## src/rtl/hz_pkg.sv

```systemverilog
package hz_pkg;
    localparam int NSTG = 5;
    localparam int STW  = 3;

    typedef logic [NSTG-1:0] stg_vec_t;

    typedef enum logic [1:0] {
        NPC_SEQ    = 2'd0,
        NPC_BRANCH = 2'd1,
        NPC_TRAP   = 2'd2
    } npc_sel_e;

    typedef struct packed {
        logic     hit;
        stg_vec_t kill;
    } redirect_t;

    // stages strictly below n
    function automatic stg_vec_t below_mask(input int unsigned n);
        stg_vec_t m;
        for (int i = 0; i < NSTG; i++) m[i] = (i < n);
        return m;
    endfunction

    // stages strictly between lo and hi
    function automatic stg_vec_t between_mask(input int unsigned lo, input int unsigned hi);
        stg_vec_t m;
        for (int i = 0; i < NSTG; i++) m[i] = (i > lo) && (i < hi);
        return m;
    endfunction
endpackage

```

## src/rtl/hz_spec_track.sv

```systemverilog
module hz_spec_track
    import hz_pkg::*;
#(
    parameter int RES_STG = 3
) (
    input  stg_vec_t valid,
    input  stg_vec_t is_br,
    output stg_vec_t spec
);
    stg_vec_t live_br;
    assign live_br = valid & is_br;

    // a slot is speculative while an older branch still waits to resolve
    for (genvar s = 0; s < NSTG; s++) begin : g_stage
        localparam stg_vec_t WIN = between_mask(s, RES_STG);
        assign spec[s] = |(live_br & WIN);
    end
endmodule

```

## src/rtl/hz_branch_unit.sv

```systemverilog
module hz_branch_unit
    import hz_pkg::*;
#(
    parameter int RES_STG = 3
) (
    input  stg_vec_t  valid,
    input  logic      done,
    input  logic      taken,
    output redirect_t req
);
    localparam stg_vec_t RES_BIT  = stg_vec_t'(1) << RES_STG;
    localparam stg_vec_t WRONG_PK = below_mask(RES_STG);

    assign req.hit  = done & taken & |(valid & RES_BIT);
    assign req.kill = WRONG_PK;
endmodule

```

## src/rtl/hz_exc_unit.sv

```systemverilog
module hz_exc_unit
    import hz_pkg::*;
(
    input  logic           raise,
    input  logic [STW-1:0] stg_code,
    input  stg_vec_t       valid,
    input  stg_vec_t       spec,
    output redirect_t      req
);
    logic     in_range;
    stg_vec_t onehot;

    assign in_range = stg_code < STW'(NSTG);

    always_comb begin
        for (int i = 0; i < NSTG; i++) begin
            onehot[i]   = in_range && (STW'(i) == stg_code);
            req.kill[i] = in_range && (STW'(i) <= stg_code);
        end
    end

    assign req.hit = raise & |(onehot & valid & ~spec);
endmodule

```

## src/rtl/hz_flush_ctrl.sv

```systemverilog
module hz_flush_ctrl
    import hz_pkg::*;
#(
    parameter int          PC_W       = 32,
    parameter int          RES_STG    = 3,
    parameter logic [31:0] HANDLER_PC = 32'h0000_0180
) (
    input  logic [4:0]      stg_valid,
    input  logic [4:0]      stg_is_br,
    input  logic            br_done,
    input  logic            br_taken,
    input  logic [PC_W-1:0] br_target,
    input  logic            exc_raise,
    input  logic [2:0]      exc_stg,
    output logic [1:0]      npc_sel,
    output logic [PC_W-1:0] npc_value,
    output logic [4:0]      stg_flush,
    output logic [4:0]      stg_commit_en
);
    localparam logic [PC_W-1:0] TRAP_PC = PC_W'(HANDLER_PC);

    stg_vec_t  spec;
    redirect_t br_req, exc_req;
    logic      exc_older, exc_win, br_win;
    npc_sel_e  sel;

    hz_spec_track #(.RES_STG(RES_STG)) u_spec (
        .valid (stg_valid),
        .is_br (stg_is_br),
        .spec  (spec)
    );

    hz_branch_unit #(.RES_STG(RES_STG)) u_br (
        .valid (stg_valid),
        .done  (br_done),
        .taken (br_taken),
        .req   (br_req)
    );

    hz_exc_unit u_exc (
        .raise    (exc_raise),
        .stg_code (exc_stg),
        .valid    (stg_valid),
        .spec     (spec),
        .req      (exc_req)
    );

    // higher stage index = older instruction
    assign exc_older = exc_stg >= STW'(RES_STG);
    assign exc_win   = exc_req.hit & (~br_req.hit | exc_older);
    assign br_win    = br_req.hit & ~exc_win;

    always_comb begin
        sel       = NPC_SEQ;
        npc_value = '0;
        stg_flush = '0;
        if (exc_win) begin
            sel       = NPC_TRAP;
            npc_value = TRAP_PC;
            stg_flush = exc_req.kill;
        end else if (br_win) begin
            sel       = NPC_BRANCH;
            npc_value = br_target;
            stg_flush = br_req.kill;
        end
    end

    assign npc_sel       = sel;
    assign stg_commit_en = stg_valid & ~stg_flush & ~spec;
endmodule

```

## config.mk

```make
export PLATFORM = sky130hd
export DESIGN_NAME = hz_flush_ctrl
export DESIGN_NICKNAME = d
export VERILOG_FILES = /design/src/rtl/hz_pkg.sv /design/src/rtl/hz_spec_track.sv /design/src/rtl/hz_branch_unit.sv /design/src/rtl/hz_exc_unit.sv /design/src/rtl/hz_flush_ctrl.sv
export SDC_FILE = /design/constraint.sdc
export NUM_CORES = 1
export LEC_CHECK = 0
export ABC_AREA = 1
export BUFFER_PORTS_ARGS = -buffer_cell sky130_fd_sc_hd__buf_2
export CORE_AREA = 2 2 48 50
export DETAILED_ROUTE_END_ITERATION = 8
export DIE_AREA = 0 0 50 52
export GPL_TIMING_DRIVEN = 0
export PLACE_DENSITY = 0.8
export SYNTH_ARGS = -nofsm -noshare
export SYNTH_HDL_FRONTEND = slang
export SYNTH_SLANG_ARGS = --single-unit
```

## constraint.sdc

```tcl
create_clock -name vclk -period 1.4
set_input_delay 0.21 -clock vclk [all_inputs]
set_output_delay 0.21 -clock vclk [all_outputs]
set_load 0.02 [all_outputs]
```

# == Word level (Yosys, flattened, before mapping) ==
# Index checks and enable logic that the tools add are counted.
# classes
bitwise,15
muxes,6
eq_ne,4
n_reduce_logical,13
magnitude_cmp,7
# ops
op,n
$mux 32,2
$and 5x5->5,4
$logic_and 1x1->1,10
$eq 2x3->1 const A,2
$le 1x3->1 const A,2
$le 2x3->1 const A,2
$and 1x1->1,5
$mux 5,1
$not 2->5,1
$not 5->5,1
$reduce_or 5->1,1
$and 3x3->3,1
$eq 1x3->1 const A,1
$eq 3x3->1 const A,1
$ge 3x2->1 const B,1
$le 3x3->1 const A,1
$logic_not 3->1,1
$lt 3x3->1 const B,1
$mux 3,1
$mux 2,1
$not 1->1,2
$reduce_or 2->1,1
$mux 1,1
$or 1x1->1,1
# word_totals
out_inout_bits,44
inputBits,48
ff_bits,0
word_cells,45

# == Logic depth before layout (Yosys ltp) ==
# logic_depth
ltp_word,14
depth_mapped,9
mapped_depth_nobuf,9

# == Modules after synthesis ==
# From an unflattened synthesis, not the netlist that was laid out.
# hier_totals
cells_unflattened,152
area_unflattened_um2,703.2
# modules_own_cells
module,area_each_um2,seq_area_each_um2,instances,cells_each
hz_flush_ctrl,480.5,0.0,1,106
hz_exc_unit,122.6,0.0,1,28
hz_branch_unit,58.8,0.0,1,10
hz_spec_track,41.3,0.0,1,8

# == Least setup slack after synthesis ==
# OpenSTA, ideal clock, no wires.
# synth_timing
path_type,input -> output
startpoint,input port exc_stg[2]
endpoint,output port stg_commit_en[2]
t_required_ns,1.190
arrival_time_ns,1.305
path_stages,9
path_buffers,0
slack_ns,-0.115
path_cell_list,inv_1 nand2_1 nor2_1 nand2_1 nand3_2 nand2_4 nand2_4 nand2_1 nor2_1
# synth_between
elab_chain_cells,14
elab_cells_between_ends,27
cone_classes,3 x order compare; 4 x eq/ne; 2 x mux; 10 x bitwise; 8 x reduce/logical
# synth_lines
element,line_no,text
"start, declared",hz_flush_ctrl.sv:14,"input logic [2:0] exc_stg,"
$lt 3x3->1 (tied with other cells),hz_exc_unit.sv:13,assign in_range = stg_code < STW'(NSTG);
$logic_and 1x1->1,hz_exc_unit.sv:17,onehot[i] = in_range && (STW'(i) == stg_code);
$and 5x5->5 (2 in series),hz_exc_unit.sv:22,assign req.hit = raise & |(onehot & valid & ~spec);
$reduce_or 5->1,hz_exc_unit.sv:22,
$and 1x1->1,hz_exc_unit.sv:22,
$and 1x1->1,hz_flush_ctrl.sv:50,assign exc_win = exc_req.hit & (~br_req.hit | exc_older);
$not 1->1,hz_flush_ctrl.sv:51,assign br_win = br_req.hit & ~exc_win;
$and 1x1->1,hz_flush_ctrl.sv:51,
$mux 3,hz_flush_ctrl.sv:61,end else if (br_win) begin
$mux 5 *,hz_flush_ctrl.sv:57,if (exc_win) begin
via stg_flush[2],hz_flush_ctrl.sv:17,"output logic [4:0] stg_flush,"
$not 5->5 *,hz_flush_ctrl.sv:69,assign stg_commit_en = stg_valid & ~stg_flush & ~spec;
$and 5x5->5 * (2 in series),hz_flush_ctrl.sv:69,
"end, declared",hz_flush_ctrl.sv:18,output logic [4:0] stg_commit_en
# The timed path passes the listed nets; every way through them passes the cells marked *.

# == Final worst setup path ==
# layout_timing
startpoint,input port exc_stg[0]
endpoint,output port npc_value[10]
# layout_between
elab_chain_cells,11
elab_cells_between_ends,22
cone_classes,2 x order compare; 4 x eq/ne; 2 x mux; 7 x bitwise; 7 x reduce/logical
# layout_lines
element,line_no,text
$lt 3x3->1 (tied with other cells),hz_exc_unit.sv:13,
$logic_and 1x1->1,hz_exc_unit.sv:17,
$and 5x5->5 (2 in series),hz_exc_unit.sv:22,
$reduce_or 5->1,hz_exc_unit.sv:22,
$and 1x1->1,hz_exc_unit.sv:22,
$and 1x1->1 *,hz_flush_ctrl.sv:50,
$not 1->1,hz_flush_ctrl.sv:51,
$and 1x1->1,hz_flush_ctrl.sv:51,
$mux 32,hz_flush_ctrl.sv:61,
$mux 32 *,hz_flush_ctrl.sv:57,
"end, declared",hz_flush_ctrl.sv:16,"output logic [PC_W-1:0] npc_value,"
# Every way passes the cells marked *; elsewhere a longest branch is shown, timed or not.

==> impl_metrics.csv <==
group,metric,value,unit
status,outcome,"complete, but fails checks",
status,violations,"negative setup slack",
cells_and_area,fill_cells,159,
cells_and_area,fin_nets,277,
power,power,493,uW
cells_and_area,drive_gt1_frac,0.775,
sta,period_share,1.12,
die,die_w,50,um
cts,cts_hold_buffers,0,
drt,vias,1057,
hold_path,holdCritStartpoint,"br_target[8]",
drt,drt-total-wl,2880,um
placement,gp_congestion,0.706,
sta,hold_viol_final,0,
power,p_per_area,299,nW/um^2
cells_and_area,final_util,0.783,
sta,rsz0062_at_grt,"true",
logic_synthesis,yosysSeqAreaShare,0,
global_routing,grt_max_degree,11,
sta,finalSetupViolCount,44,
die,die_area,2600,um^2
logic_synthesis,netlist_instances,119,
job,maxCapViolCount,0,
cells_and_area,clockBufferCount,0,
worst_setup_path,start_kind,"input pin",
drt,ant_nets,0,
die,start_util,0.279,
global_routing,grt_overflow_total,0,
drt,drc_errors,0,
power,power.leakage,0.00102,uW
global_routing,grt.total_usage,0.189,
logic_synthesis,synth.avg_cell_area,4.93,um^2
sta,drv_slew,0,
cells_and_area,layout_common_cells,"buf_2 (54), inv_1 (38), buf_4 (28)",
cells_and_area,final_common_cell,"buf_2",
worst_setup_path,path_max_fanout,6,
hold_path,min_to,"npc_value[8]",
placement,placed_cell_area,1080,um^2
cells_and_area,flops_and_latches,0,
sta,hold-worst-slack,0.717,ns
global_routing,grt_pass1_wl,3880,um
drt,routedWlPerCell,11.3,um
die,fp-row-count,17,
die,design.core.area,2110,um^2
worst_setup_path,crit_path_end_kind,"output port",
worst_setup_path,required,1.19,ns
sta,relSlewSlack,0.857,
placement,port_buffers,89,
die,io_pins,92,
drt,drt_first_pass_iters,4,
cells_and_area,area_delta_synth_final,181,%
logic_synthesis,synth_cell_types,13,
cells_and_area,antenna_cells,0,
drt,via_per_inst,4.15,
sta,fmax,0.636,GHz
placement,post-place-ws,-0.236,ns
hold_path,holdPathStages,4,
sta,worst_slack,-0.173,ns
cells_and_area,final_area,1650,um^2
logic_synthesis,yosys_warnings,0,
hold_path,hold_path.class,"input pin to output port",
die,dieHeight,52,um
worst_setup_path,worstPathArrival,1.36,ns
drt,drt_iter0_drc,12,
logic_synthesis,synth_fp_nets,167,
logic_synthesis,syn_area,587,um^2
placement,dp_hpwl,1590,um
worst_setup_path,critPathKind,"input pin to output port",
sta,worstMarginPinSlew,0.214,ns
global_routing,antenna_found_initial,0,
power,worst_ir_drop_vdd,181,uV
cells_and_area,seq_area,0,um^2
cells_and_area,multiInputGateArea,556,um^2
global_routing,grt_pass1_vias,946,
sta,period_minus_slack,1.57,ns
==> final cells by class <==
cell class | instances | share of cell area
buffer | 4 | 0.0349
inverter | 43 | 0.105
tap | 28 | 0.0212
multi-input combinational | 72 | 0.337
timing repair buffer | 108 | 0.502
==> per-layer routing <==
layer	routed length (um)	global-route usage
met3	189	0.0316
met2	1760	0.445
met5	0	0
met1	927	0.162
met4	0	0.00926
==> synth_stat cells <==
| cell | count | area [um^2] |
|---|---|---|
| nor2_2 | 30 | 188 |
| nand2_1 | 15 | 56.3 |
| buf_6 | 3 | 33.8 |
| nand2_4 | 2 | 22.5 |
| nand2_2 | 1 | 6.26 |
| buf_4 | 1 | 7.51 |
| nand3_1 | 5 | 25.0 |
| a21oi_1 | 1 | 5.00 |
| nor2_1 | 13 | 48.8 |
| o21a_1 | 1 | 7.51 |
| nand3_2 | 1 | 10.0 |
| inv_1 | 43 | 161 |
| o21ai_0 | 3 | 15.0 |
==> how the worst max path moves through the flow <==
stage,startpoint,endpoint,slack (ns),cells past startpoint
6_report,exc_stg[0],npc_value[10],-0.17,10
2_1_floorplan,exc_stg[2],stg_commit_en[2],-0.04,9
3_5_place_dp,exc_stg[0],npc_value[14],-0.24,10
3_3_place_gp,exc_stg[0],npc_value[14],-0.24,10
5_1_grt,stg_valid[1],npc_sel[1],-0.25,12
4_1_cts,exc_stg[0],npc_value[24],-0.16,11
==> metrics by stage <==
step           std cells  setup TNS (ns)
6_report             255           -4.43
5_1_grt              255           -7.37
4_1_cts              253           -3.08
3_5_place_dp         236           -7.36
3_3_place_gp         236           -7.56
2_1_floorplan        119         -0.0442
==> what timing repair did <==
item / 4_1_cts / 5_1_grt
gates cloned: 1 / 0
resized for setup: 95 / 26
setup endpoints to repair: 41 / 44
setup buffers: 16 / 2
pin swaps: 10 / 6
==> critical path, cell delays in order <==
cell and delay, ns:
buf_12 0.12, nand3_2 0.08, nand2_2 0.06, o21a_1 0.21
nand2_4 0.11, nand2_8 0.07, buf_12 0.14, buf_16 0.14
nor2_4 0.10, buf_6 0.12
==> cell families (layout without fill, tap and decap cells) <==
group,Yosys count,in the layout,synth area share
buffers and inverters,47,155,0.345
AOI/OAI and AO/OA,5,5,0.0469
and+or+nand+nor,67,67,0.608
==> power breakdown <==
part,internal [uW],switching (uW),total (uW)
registers,0,0,0
logic,242,252,493
clock network,0,0,0
total,242,252,493
No activity file was read; power rests on OpenSTA's default activity.
